**src/rtl/bwd_pkg.sv**
```systemverilog
package bwd_pkg;

    // Window class of the cycle presented on the bus
    typedef enum logic [2:0] {
        WIN_IDLE        = 3'd0,
        WIN_BADSEL      = 3'd1,
        WIN_REGS        = 3'd2,
        WIN_DESC        = 3'd3,
        WIN_DESC_LOCKED = 3'd4,
        WIN_HOLE        = 3'd5
    } win_e;

    // Registered response state: bit 0 acknowledge, bit 1 error
    typedef enum logic [1:0] {
        RSP_IDLE = 2'b00,
        RSP_ACK  = 2'b01,
        RSP_ERR  = 2'b10
    } rsp_e;

    // Upper two word-address bits that pick the window
    localparam logic [1:0] REGION_REGS = 2'b00;
    localparam logic [1:0] REGION_DESC = 2'b01;

endpackage

```
**src/rtl/bwd_window_classify.sv**
```systemverilog
module bwd_window_classify
    import bwd_pkg::*;
#(
    parameter int SEL_W = 4,
    parameter int ADR_W = 10
) (
    input  logic             cyc_i,
    input  logic             stb_i,
    input  logic [SEL_W-1:0] sel_i,
    input  logic [ADR_W-1:0] adr_i,
    input  logic             soft_rst_i,
    output win_e             win_o,
    output logic             reg_cs_o,
    output logic             desc_cs_o,
    output logic             err_o
);

    logic       active;
    logic       full_word;
    logic [1:0] region;
    win_e       win;

    assign active    = cyc_i & stb_i;
    assign full_word = &sel_i;
    assign region    = adr_i[ADR_W-1 -: 2];

    // Classify the current cycle
    always_comb begin
        if (!active) begin
            win = WIN_IDLE;
        end else if (!full_word) begin
            win = WIN_BADSEL;
        end else if (region == REGION_REGS) begin
            win = WIN_REGS;
        end else if (region == REGION_DESC) begin
            win = soft_rst_i ? WIN_DESC_LOCKED : WIN_DESC;
        end else begin
            win = WIN_HOLE;
        end
    end

    // Per-class outputs
    always_comb begin
        reg_cs_o  = 1'b0;
        desc_cs_o = 1'b0;
        err_o     = 1'b0;
        unique case (win)
            WIN_IDLE:        ;
            WIN_REGS:        reg_cs_o  = 1'b1;
            WIN_DESC:        desc_cs_o = 1'b1;
            WIN_BADSEL,
            WIN_DESC_LOCKED,
            WIN_HOLE:        err_o     = 1'b1;
            default:         ;
        endcase
    end

    assign win_o = win;

endmodule

```
**src/rtl/bwd_resp_stage.sv**
```systemverilog
module bwd_resp_stage
    import bwd_pkg::*;
#(
    parameter int DATA_W     = 32,
    parameter bit REGISTERED = 1'b1
) (
    input  logic              clk,
    input  logic              rst,
    input  logic              ack_i,
    input  logic              err_i,
    input  logic [DATA_W-1:0] dat_i,
    output logic              ack_o,
    output logic              err_o,
    output logic [DATA_W-1:0] dat_o
);

    generate
        if (REGISTERED) begin : g_reg
            rsp_e              state_q;
            rsp_e              state_d;
            logic [DATA_W-1:0] dat_q;

            // State register
            always_ff @(posedge clk or posedge rst) begin
                if (rst) state_q <= RSP_IDLE;
                else     state_q <= state_d;
            end

            // Next state: a response that is showing now cannot repeat
            always_comb begin
                state_d = RSP_IDLE;
                unique case (state_q)
                    RSP_IDLE: begin
                        if (err_i)      state_d = RSP_ERR;
                        else if (ack_i) state_d = RSP_ACK;
                    end
                    RSP_ACK: begin
                        if (err_i)      state_d = RSP_ERR;
                    end
                    RSP_ERR: begin
                        if (ack_i)      state_d = RSP_ACK;
                    end
                    default:            state_d = RSP_IDLE;
                endcase
            end

            always_ff @(posedge clk or posedge rst) begin
                if (rst) dat_q <= '0;
                else     dat_q <= dat_i;
            end

            // Outputs
            always_comb begin
                ack_o = (state_q == RSP_ACK);
                err_o = (state_q == RSP_ERR);
                dat_o = dat_q;
            end

            assert_ack_pulse_R8: assert property (@(posedge clk) disable iff (rst)
                ack_o |=> !ack_o);
            assert_err_pulse_R8: assert property (@(posedge clk) disable iff (rst)
                err_o |=> !err_o);
            assert_ack_cause_R8: assert property (@(posedge clk) disable iff (rst)
                ack_o |-> $past(ack_i));
            assert_err_cause_R8: assert property (@(posedge clk) disable iff (rst)
                err_o |-> $past(err_i));
        end else begin : g_comb
            always_comb begin
                ack_o = ack_i;
                err_o = err_i;
                dat_o = dat_i;
            end
        end
    endgenerate

endmodule

```
**src/rtl/bus_window_decoder.sv**
```systemverilog
module bus_window_decoder
    import bwd_pkg::*;
#(
    parameter int DATA_W         = 32,
    parameter int ADR_W          = 10,
    parameter bit REGISTERED_OUT = 1'b1
) (
    input  logic                  clk,
    input  logic                  rst,
    input  logic                  cyc_i,
    input  logic                  stb_i,
    input  logic                  we_i,
    input  logic [DATA_W/8-1:0]   sel_i,
    input  logic [ADR_W-1:0]      adr_i,
    input  logic                  soft_rst_i,
    output logic [DATA_W-1:0]     dat_o,
    output logic                  ack_o,
    output logic                  err_o,
    output logic                  reg_cs_o,
    output logic [ADR_W-3:0]      reg_idx_o,
    input  logic [DATA_W-1:0]     reg_rdata_i,
    output logic                  desc_cs_o,
    output logic [ADR_W-3:0]      desc_idx_o,
    input  logic                  desc_ack_i,
    input  logic [DATA_W-1:0]     desc_rdata_i
);

    localparam int SEL_W = DATA_W / 8;
    localparam int IDX_W = ADR_W - 2;

    win_e              win;
    logic              ack_c;
    logic              err_c;
    logic [DATA_W-1:0] dat_c;

    bwd_window_classify #(
        .SEL_W (SEL_W),
        .ADR_W (ADR_W)
    ) i_classify (
        .cyc_i      (cyc_i),
        .stb_i      (stb_i),
        .sel_i      (sel_i),
        .adr_i      (adr_i),
        .soft_rst_i (soft_rst_i),
        .win_o      (win),
        .reg_cs_o   (reg_cs_o),
        .desc_cs_o  (desc_cs_o),
        .err_o      (err_c)
    );

    assign reg_idx_o  = adr_i[IDX_W-1:0];
    assign desc_idx_o = adr_i[IDX_W-1:0];

    // Combinational response and read-data steering
    assign ack_c = reg_cs_o | (desc_cs_o & desc_ack_i);
    assign dat_c = (reg_cs_o & ~we_i) ? reg_rdata_i : desc_rdata_i;

    bwd_resp_stage #(
        .DATA_W     (DATA_W),
        .REGISTERED (REGISTERED_OUT)
    ) i_resp (
        .clk   (clk),
        .rst   (rst),
        .ack_i (ack_c),
        .err_i (err_c),
        .dat_i (dat_c),
        .ack_o (ack_o),
        .err_o (err_o),
        .dat_o (dat_o)
    );

    assert_partial_err_R1: assert property (@(posedge clk) disable iff (rst)
        (stb_i && cyc_i && !(&sel_i)) |-> (err_c && !ack_c && !reg_cs_o && !desc_cs_o));
    assert_regs_ack_R2: assert property (@(posedge clk) disable iff (rst)
        (stb_i && cyc_i && (&sel_i) && adr_i[ADR_W-1 -: 2] == REGION_REGS)
            |-> (reg_cs_o && ack_c && !err_c));
    assert_one_select_R3: assert property (@(posedge clk) disable iff (rst)
        $onehot0({reg_cs_o, desc_cs_o}));
    assert_hole_err_R4: assert property (@(posedge clk) disable iff (rst)
        (stb_i && cyc_i && adr_i[ADR_W-1]) |-> (err_c && !ack_c));
    assert_locked_desc_R5: assert property (@(posedge clk) disable iff (rst)
        soft_rst_i |-> !desc_cs_o);
    assert_idle_quiet_R7: assert property (@(posedge clk) disable iff (rst)
        !(stb_i && cyc_i) |-> (!reg_cs_o && !desc_cs_o && !ack_c && !err_c && win == WIN_IDLE));

endmodule

```
**config.mk**
```make
export PLATFORM = sky130hd
export DESIGN_NAME = bus_window_decoder
export DESIGN_NICKNAME = d
export VERILOG_FILES = /design/src/rtl/bwd_pkg.sv /design/src/rtl/bwd_window_classify.sv /design/src/rtl/bwd_resp_stage.sv /design/src/rtl/bus_window_decoder.sv
export SDC_FILE = /design/constraint.sdc
export NUM_CORES = 1
export LEC_CHECK = 0
export CORE_ASPECT_RATIO = 0.5
export CORE_MARGIN = 4
export CORE_UTILIZATION = 34
export DETAILED_ROUTE_END_ITERATION = 7
export MAX_ROUTING_LAYER = met4
export PLACE_DENSITY = 0.85
export SLEW_MARGIN = 25
export SYNTH_ARGS = -nofsm -noshare
export SYNTH_HDL_FRONTEND = slang
export SYNTH_SLANG_ARGS = --single-unit
```
**constraint.sdc**
```tcl
create_clock -name clk -period 2.4 [get_ports clk]
set_input_delay 0.48 -clock clk [delete_from_list [all_inputs] [get_ports clk]]
set_output_delay 0.48 -clock clk [all_outputs]
set_load 0.02 [all_outputs]
```
Yosys cells after proc, flatten, opt, wreduce, memory -nomap -nowiden. Index checks and enable logic that the tools add are counted.

Word-level logic and storage cells: 32. Register bits after elaboration: 34. Input port bits: 85. Output and inout bits: 52.

Reduce and logical (&&, ||, !) cells: 4. Bitwise operators: 5. Equality and inequality tests: 8. Mux-type cells: 13.

Operators with widths (number): $mux 32 (1); $mux 3 (5); $eq 3x2->1 const B (2); $eq 3x3->1 const B (2); $pmux 2 s3 (1); $eq 2x1->1 const B (2); $logic_not 2->1 (2); $mux 1 (4); $mux 2 (2); $reduce_and 4->1 (1); $and 1x1->1 (3); $eq 3x1->1 const B (1); $reduce_or 3->1 (1); $eq 2x2->1 const B (1); $not 1->1 (1); $or 1x1->1 (1).

Longest topological paths before layout. Gate-level depths: netlist (run 1).

Word-level depth: 12. Gate-level depth with buffers: 6. Mapped depth without buffers: 4.

Cells and area by module. A second synthesis (run 1) with hierarchy kept.

Cells, all modules: 105. Area total of the unflattened synthesis: 1655.3 sq um.

By module, submodules not included: bwd_resp_stage (times used 1, area each 888.4 sq um, sequential area each 850.8 sq um, cells an instance 39); bus_window_decoder (times used 1, area each 678.2 sq um, sequential area each 0.0 sq um, cells an instance 54); bwd_window_classify (times used 1, area each 88.8 sq um, sequential area each 0.0 sq um, cells an instance 12).

Worst setup path after synthesis (run 1). OpenSTA, ideal clock, no wires.

Path kind: in2reg. Start: input adr_i[9]. End: register i_resp.g_reg.dat_q[10], in the netlist i_resp.dat_o[10]. Library setup time: 0.125 ns. Setup slack: 0.515 ns. Buffers on the path: 2. Arrival: 1.759 ns. Cell stages on the path: 6. Data required time: 2.275 ns. Path through: and4b_1 > nand4_2 > or3_1 > buf_6 > buf_12 > mux2_4.

Cells in the longest elaborated chain, start to end: 9. Elaborated cells on any way between the ends: 10. Classes of those cells: 2 x eq/ne; 6 x mux; 1 x bitwise; 1 x reduce/logical.

RTL lines: from (decl) (line bus_window_decoder.sv:14) `input logic [ADR_W-1:0] adr_i,`; $eq 2x1->1 (line bwd_window_classify.sv:35) `end else if (region == REGION_DESC) begin`; $mux 3 (line bwd_window_classify.sv:35); $mux 3 (*) (line bwd_window_classify.sv:33) `end else if (region == REGION_REGS) begin`; $mux 3 (*) (line bwd_window_classify.sv:31) `end else if (!full_word) begin`; $mux 3 (*) (line bwd_window_classify.sv:29) `if (!active) begin`; $eq 3x2->1 (*) (line bwd_window_classify.sv:47) `unique case (win)`; $mux 1 (*) (line bwd_window_classify.sv:47); $and 1x1->1 (*) (line bus_window_decoder.sv:56) `assign dat_c = (reg_cs_o & ~we_i) ? reg_rdata_i : desc_rdata_i;`; $mux 32 (*) (line bus_window_decoder.sv:56); net dat_c[10] (line bus_window_decoder.sv:34) `logic [DATA_W-1:0] dat_c;`; to (signal assigned) (line bwd_resp_stage.sv:49) `else dat_q <= dat_i;`; to (decl) (line bwd_resp_stage.sv:21) `logic [DATA_W-1:0] dat_q;`.

Mark *: on every way through the listed nets, which the timed path passes. The rest lies on a longest branch.

Final worst setup path (run 1).
Start: input sel_i[2]. End: output reg_cs_o.

Cells in the longest elaborated chain, start to end: 5.

RTL lines: from (decl) (line bus_window_decoder.sv:13) `input logic [DATA_W/8-1:0] sel_i,`; $reduce_and 4->1 (line bwd_window_classify.sv:24) `assign full_word = &sel_i;`; $mux 3 (line bwd_window_classify.sv:31); $mux 3 (line bwd_window_classify.sv:29); $eq 3x2->1 (line bwd_window_classify.sv:47); $mux 1 (line bwd_window_classify.sv:47); to (decl) (line bus_window_decoder.sv:19) `output logic reg_cs_o,`.

Every way passes these cells.

==> tab_implementation.tex, run 1 <==
\begin{tabular}{lr}
\hline
Metric & Value \\
\hline
\multicolumn{2}{l}{\textbf{Synth}} \\
Cell area after synthesis & 0.00161 mm² \\
Number of synthesized flops with an enable pin & 0 \\
Portion of synthesized cell area occupied by the leading cell type & 0.528 \\
Net Count, Synth & 186 \\
Part of the Yosys area used for sequential elements & 0.528 \\
Cell variety after synth & 17 \\
Dominant cell by count in the synthesized netlist & sky130\_fd\_sc\_hd\_\_dfrtp\_1 \\
Flip-flop and latch count after synthesis & 34 \\
Synthesized area per cell & 16.0 µm² \\
Number of warnings issued by yosys & 0 \\
Cell count after synthesis & 101 \\
Synth top cells by count & 34 x sky130\_fd\_sc\_hd\_\_dfrtp\_1, 30 x sky130\_fd\_sc\_hd\_\_mux2\_4, 16 x sky130\_fd\_sc\_hd\_\_buf\_4 \\
Async S/R FF share, synth & 1.00 \\
Library cell with the largest summed area after synthesis & sky130\_fd\_sc\_hd\_\_dfrtp\_1 \\
Most area-consuming cells after synthesis & sky130\_fd\_sc\_hd\_\_dfrtp\_1 53\%, sky130\_fd\_sc\_hd\_\_mux2\_4 28\%, sky130\_fd\_sc\_hd\_\_buf\_4 7.5\%, sky130\_fd\_sc\_hd\_\_buf\_12 3.7\%, sky130\_fd\_sc\_hd\_\_mux2\_2 1.4\% \\
Most used DFF post-synth & sky130\_fd\_sc\_hd\_\_dfrtp\_1 \\
\multicolumn{2}{l}{\textbf{STA}} \\
Slew at the pin with the worst max-slew slack & 0.423 ns \\
RSZ-0062 raised after global routing & false \\
Share of the clock period used by the worst path after layout & 0.929 \\
Minimum clock period after layout & 2.23 ns \\
Max Clock Freq & 0.448 GHz \\
Relative slew slack & 0.718 \\
Setup violations, final & 0 \\
Final Max Tran Viols & 0 \\
Final worst clock skew & 0 ns \\
Final Hold Vio Count & 0 \\
\multicolumn{2}{l}{\textbf{Floorplan}} \\
Die Footprint & 0.00597 mm² \\
Initial Utilization & 0.359 \\
Standard-cell row count & 17 \\
Core area & 0.00449 mm² \\
Chip Height & 56.7 µm \\
Die X-Extent & 105 µm \\
Io pins & 137 \\
\multicolumn{2}{l}{\textbf{Power}} \\
Leakage power total & 0.00128 µW \\
Maximum VDD drop & 0.000200 V \\
Total power & 1280 µW \\
Power density of the placed cells & 463 mW/mm² \\
\multicolumn{2}{l}{\textbf{Worst setup path}} \\
Cell Chain, Critical Path & clkdlybuf4s50\_1 > and4b\_1 > nand4\_2 > nor2\_1 > dlygate4sd2\_1 \\
Setup crit start kind & input port \\
Category of the worst setup path capture point & output pin \\
Signal arrival time at the worst endpoint & 1.75 ns \\
CP peak stage delay & 0.45 ns \\
Kind of critical path & input port to output pin \\
Required time of the critical path & 1.92 ns \\
Worst path slowest cell & sky130\_fd\_sc\_hd\_\_clkdlybuf4s50\_1 \\
Biggest fanout along the worst timing path & 4 \\
\multicolumn{2}{l}{\textbf{Detailed routing}} \\
Detailed-router iteration count before antenna repair & 3 \\
Remaining routing DRC violations & 0 \\
Antenna-violating nets left & 0 \\
Drt initial violations & 33 \\
Routed wirelength normalized by instance count & 15.0 µm \\
Vias per cell & 4.19 \\
Via count & 1149 \\
Total wire length after detailed routing & 4.11 mm \\
\multicolumn{2}{l}{\textbf{Global routing}} \\
Overflow left after global routing & 0 \\
Total GRT Usage & 0.142 \\
Vias in the first global route & 1295 \\
Initial antenna violation count & 0 \\
Wire length of the first global-routing pass & 6.27 mm \\
Largest net degree at the start of global routing & 35 \\
\multicolumn{2}{l}{\textbf{Outcome}} \\
Outcome & completed \\
\multicolumn{2}{l}{\textbf{Clock tree}} \\
Clock transition at the registers of the reported paths & 0.06 ns \\
Maximum level of the CTS H-tree & 2 \\
Insertion delay to the later sink of the worst-skew pair & 0.27 ns \\
Clk buf depth & 2 \\
Number of buffers inserted by hold repair at cts & 0 \\
Post-CTS setup-driven buffer insertion count & 0 \\
CTS tree & yes \\
TritonCTS Sinks & 34 \\
TritonCTS buffer count & 5 \\
Root Buffer Master & sky130\_fd\_sc\_hd\_\_clkbuf\_8 \\
\multicolumn{2}{l}{\textbf{Place}} \\
Number of input and output port buffers inserted & 112 \\
Placed standard-cell area & 0.00270 mm² \\
RePlAce Congestion & 0.661 \\
Detailed Place HPWL & 3.35 mm \\
\multicolumn{2}{l}{\textbf{Cells and area}} \\
Synth-to-Final Area Change & 72.0\% \\
Antenna Cells & 0 \\
Total number of nets in the final design & 293 \\
Fraction of layout instances using a drive strength above 1 & 0.231 \\
Cell area after layout & 0.00277 mm² \\
\multicolumn{2}{l}{\textbf{Flow run}} \\
\# Max-Cap Violations & 0 \\
\multicolumn{2}{l}{\textbf{Worst hold path}} \\
Worst hold path class & flip-flop to flip-flop \\
\hline
\end{tabular}
registers in the layout, indices dropped and copies added, names as in the netlist:
register,cells
i_resp.g_reg.state_q,2
i_resp.dat_o,32
layout make-up:
class	instances	area (µm²)
well taps	66	82.6
flip-flops and latches	34	851
fillers	358	1720
repair buffers	120	1190
multi-input cells	46	567
inverters	1	3.75
clock buffers	7	76.3
cell families (layout without fill, tap and decap cells):
family	Yosys count	in the layout	share of synthesized area
flops	34	34	0.528
compound gates	2	2	0.0116
simple gates	12	12	0.0458
mux	32	32	0.293
buf+inv	21	128	0.121
layout by cell type, fill, tap and decap left out, drive strengths merged, types with 2 or more instances in the layout:
cell,netlist,routed
dlygate4sd2,0,2
buf,20,8
dfrtp,34,34
mux2,32,32
clkbuf,0,7
nor2,3,3
nor2b,3,3
clkdlybuf4s50,0,110
timing repair:
action,CTS,global route
setup endpoints to repair,2,0
endpoints found under the hold margin,0,0
resized for setup,2,0
layer usage:
metal / GRT usage / routed length (µm)
met5: - / 0
met4: 0.0729 / 116
met3: 0.0356 / 200
met2: 0.275 / 2400
met1: 0.129 / 1400
through the flow:
stage                     worst slack (ns)  cells  utilization  hold WS (ns)  TNS (ns)
after global placement             -0.0833    267        0.601         0.440    -0.249
after global routing                0.0612    274        0.618         0.475         0
after floorplan                      0.515    101            -         0.421         0
final                                0.170    274        0.618         0.449         0
after CTS                            0.152    274        0.618         0.455         0
after detailed placement            -0.114    267        0.601         0.447     -1.39
critical path, delay by kind of cell:
| kind | cells | cell delay, ns |
|---|---|---|
| and+or+nand+nor | 3 | 0.49 |
| buffers and inverters | 2 | 0.79 |
report_power, final:
part | total [µW] | internal [µW] | switching, µW | leakage, µW
Combinational | 293 | 200 | 92.7 | 0.000837
Sequential | 610 | 602 | 7.82 | 0.000400
Clock | 381 | 199 | 182 | 0.0000383
final timing paths:
kind,depth (start not counted),start,slack (ns),endpoint
hold / removal,1,i_resp.g_reg.state_q[0]$_DFF_PP0_,0.45,i_resp.g_reg.state_q[0]$_DFF_PP0_
max in group asynchronous,3,rst,1.50,i_resp.dat_o[25]$_DFF_PP0_
setup reg to reg,1,i_resp.g_reg.state_q[1]$_DFF_PP0_,1.71,i_resp.g_reg.state_q[1]$_DFF_PP0_
min in group asynchronous,3,rst,0.59,i_resp.dat_o[11]$_DFF_PP0_
setup / recovery,5,sel_i[2],0.17,reg_cs_o
hold reg to reg,1,i_resp.g_reg.state_q[0]$_DFF_PP0_,0.45,i_resp.g_reg.state_q[0]$_DFF_PP0_
Power figures use the tool's default switching activity.
==> run 2, diff against run 1 <==
CORE_UTILIZATION = 25   (was 34)
PLACE_DENSITY = 0.66   (was 0.85)
==> tab_implementation.tex, run 2 (synthesis results as in run 1) <==
\begin{tabular}{lr}
\hline
Metric & Value \\
\hline
\multicolumn{2}{l}{\textbf{STA}} \\
Final worst-path setup slack & 0.110 ns (was 0.170 ns) \\
Final Max Tran Viols & 0 (unchanged) \\
Relative slew slack & 0.712 (was 0.718) \\
Share of the clock period used by the worst path after layout & 0.954 (was 0.929) \\
Final worst clock skew & 0 ns (unchanged) \\
Slew at the pin with the worst max-slew slack & 0.432 ns (was 0.423 ns) \\
Final Hold Vio Count & 0 (unchanged) \\
RSZ-0062 raised after global routing & false (unchanged) \\
Minimum clock period after layout & 2.29 ns (was 2.23 ns) \\
Setup TNS & 0 ns (unchanged) \\
Max Clock Freq & 0.437 GHz (was 0.448 GHz) \\
Setup violations, final & 0 (unchanged) \\
\multicolumn{2}{l}{\textbf{Worst hold path}} \\
Startpoint of the tightest hold check path & i\_resp.g\_reg.state\_q[1]\$\_DFF\_PP0\_ (was i\_resp.g\_reg.state\_q[0]\$\_DFF\_PP0\_) \\
Worst Hold Endpoint & i\_resp.g\_reg.state\_q[1]\$\_DFF\_PP0\_ (was i\_resp.g\_reg.state\_q[0]\$\_DFF\_PP0\_) \\
Worst hold path class & flip-flop to flip-flop (unchanged) \\
WHS Path Cells & 1 (unchanged) \\
\multicolumn{2}{l}{\textbf{Worst setup path}} \\
Worst path slowest cell & sky130\_fd\_sc\_hd\_\_clkdlybuf4s50\_1 (unchanged) \\
CP peak stage delay & 0.42 ns (was 0.45 ns) \\
Required time of the critical path & 1.92 ns (about the same) \\
Cell Chain, Critical Path & clkdlybuf4s50\_1 > and4b\_1 > nand4\_2 > nor2\_1 > dlygate4sd2\_1 (unchanged) \\
Kind of critical path & input port to output pin (unchanged) \\
Category of the worst setup path capture point & output pin (unchanged) \\
Setup crit start kind & input port (unchanged) \\
R2r setup slk & 1.70 ns (was 1.71 ns) \\
Depth of the worst register-to-register path & 1 (unchanged) \\
Signal arrival time at the worst endpoint & 1.81 ns (was 1.75 ns) \\
Buffering stage count on the worst path with inverters included & 2 (unchanged) \\
Critical path's top delay family & buffers and inverters (unchanged) \\
Reg-to-reg startpoint & i\_resp.g\_reg.state\_q[1]\$\_DFF\_PP0\_ (unchanged) \\
Biggest fanout along the worst timing path & 4 (unchanged) \\
Worst reg2reg endpoint & i\_resp.g\_reg.state\_q[1]\$\_DFF\_PP0\_ (unchanged) \\
\multicolumn{2}{l}{\textbf{Cells and area}} \\
Cell area after layout & 0.00283 mm² (was 0.00277 mm²) \\
Antenna Cells & 0 (unchanged) \\
Synth-to-Final Area Change & 75.3\% (was 72.0\%) \\
Total number of nets in the final design & 287 (was 293) \\
Commonest non-fill, non-tap cell in the layout & sky130\_fd\_sc\_hd\_\_clkdlybuf4s50\_1 (unchanged) \\
Final standard cell utilization of the core & 0.459 (was 0.618) \\
Top library cells by usage in the layout, fill and taps aside & 110 x sky130\_fd\_sc\_hd\_\_clkdlybuf4s50\_1, 34 x sky130\_fd\_sc\_hd\_\_dfrtp\_1, 30 x sky130\_fd\_sc\_hd\_\_mux2\_4 (unchanged) \\
Largest register FFs & 32 (unchanged) \\
Number of cells in the finished layout apart from fillers & 291 (was 274) \\
Filler instances & 557 (was 358) \\
Fraction of layout instances using a drive strength above 1 & 0.217 (was 0.231) \\
\multicolumn{2}{l}{\textbf{Clock tree}} \\
Number of buffers inserted by hold repair at cts & 0 (unchanged) \\
Insertion delay to the later sink of the worst-skew pair & 0.27 ns (about the same) \\
Maximum level of the CTS H-tree & 2 (unchanged) \\
TritonCTS buffer count & 5 (unchanged) \\
Clock transition at the registers of the reported paths & 0.05 ns (was 0.06 ns) \\
Clk buf depth & 2 (unchanged) \\
TritonCTS Sinks & 34 (unchanged) \\
Root Buffer Master & sky130\_fd\_sc\_hd\_\_clkbuf\_16 (was sky130\_fd\_sc\_hd\_\_clkbuf\_8) \\
CTS tree & yes (unchanged) \\
\multicolumn{2}{l}{\textbf{Detailed routing}} \\
Antenna-violating nets left & 0 (unchanged) \\
Detailed-router iteration count before antenna repair & 4 (was 3) \\
Vias per cell & 3.82 (was 4.19) \\
Total wire length after detailed routing & 4.30 mm (was 4.11 mm) \\
Via count & 1111 (was 1149) \\
Routed wirelength normalized by instance count & 14.8 µm (was 15.0 µm) \\
Remaining routing DRC violations & 0 (unchanged) \\
Drt initial violations & 19 (was 33) \\
\multicolumn{2}{l}{\textbf{Place}} \\
Worst-case setup slack after placement & -0.152 ns (was -0.114 ns) \\
Placed cell count & 283 (was 267) \\
Number of input and output port buffers inserted & 112 (unchanged) \\
Detailed Place HPWL & 3.50 mm (was 3.35 mm) \\
RePlAce Congestion & 0.733 (was 0.661) \\
Placed standard-cell area & 0.00268 mm² (was 0.00270 mm²) \\
\multicolumn{2}{l}{\textbf{Global routing}} \\
Initial antenna violation count & 0 (unchanged) \\
Wire length of the first global-routing pass & 6.39 mm (was 6.27 mm) \\
Overflow left after global routing & 0 (unchanged) \\
Total GRT Usage & 0.110 (was 0.142) \\
Vias in the first global route & 1230 (was 1295) \\
Largest net degree at the start of global routing & 35 (unchanged) \\
\multicolumn{2}{l}{\textbf{Power}} \\
Maximum VDD drop & 0.000275 V (was 0.000200 V) \\
Leakage power total & 0.00128 µW (about the same) \\
Power density of the placed cells & 541 mW/mm² (was 463 mW/mm²) \\
\multicolumn{2}{l}{\textbf{Floorplan}} \\
Die Footprint & 0.00787 mm² (was 0.00597 mm²) \\
Standard-cell row count & 20 (was 17) \\
Die X-Extent & 122 µm (was 105 µm) \\
Chip Height & 64.8 µm (was 56.7 µm) \\
Io pins & 137 (unchanged) \\
Core area & 0.00616 mm² (was 0.00449 mm²) \\
Initial Utilization & 0.262 (was 0.359) \\
\multicolumn{2}{l}{\textbf{Flow run}} \\
\# Max-Cap Violations & 0 (unchanged) \\
\multicolumn{2}{l}{\textbf{Outcome}} \\
Outcome & completed (unchanged) \\
\hline
\end{tabular}
[run 2: cell count changes in the layout (fill, tap and decap cells not counted)]
cell / before / now
sky130_fd_sc_hd__buf_4: 7 / 1
sky130_fd_sc_hd__clkbuf_16: 0 / 5
sky130_fd_sc_hd__clkbuf_8: 5 / 1
sky130_fd_sc_hd__clkbuf_1: 2 / 1
sky130_fd_sc_hd__clkinv_2: 0 / 1
[run 2: worst max-delay path by stage]
stage	endpoint	start	cells after the start
floorplan	i_resp.dat_o[10]$_DFF_PP0_	adr_i[9]	6
global placement	reg_cs_o	adr_i[9]	5
detailed placement	reg_cs_o	adr_i[9]	5
CTS	reg_cs_o	adr_i[9]	5
global route	reg_cs_o	adr_i[9]	5
finish	reg_cs_o	adr_i[9]	5
[run 2: power breakdown]
part	switching, µW	leakage (µW)	internal, µW	total [µW]
clock	218	0.0000739	411	629
combinational	92.8	0.000809	195	288
sequential	7.84	0.000400	603	611
total	319	0.00128	1210	1530
[run 2: timing repair]
action,in CTS,in global routing
hold endpoints to repair,0,0
resized for setup,2,0
buffers inserted,0,0
endpoints found under the setup margin,2,0
[run 2: through the flow]
| stage | hold slack [ns] | power [µW] |
|---|---|---|
| floorplan | 0.421 | 754 |
| global placement | 0.457 | 908 |
| detailed placement | 0.455 | 913 |
| CTS | 0.462 | 1550 |
| global route | 0.497 | 1590 |
| finish | 0.454 | 1530 |
[run 2: per-layer routing]
layer  vias to the layer above  wire length [µm]  global-route usage
met5                         -                 0                   -
met1                       550              1380              0.0988
met3                        15               164              0.0270
met2                        19              2650               0.219
li1                        527                 -                   -
met4                         0                96              0.0503
[run 2: area by class of cell]
type	instances	area [µm²]	share of cell area
Timing Repair Buffer	114	1150	0.406
Sequential cell	34	851	0.301
Multi-Input combinational cell	46	567	0.201
Clock buffer	7	143	0.0505
Tap cell	88	110	0.0390
Clock inverter	1	5.00	0.00177
Inverter	1	3.75	0.00133
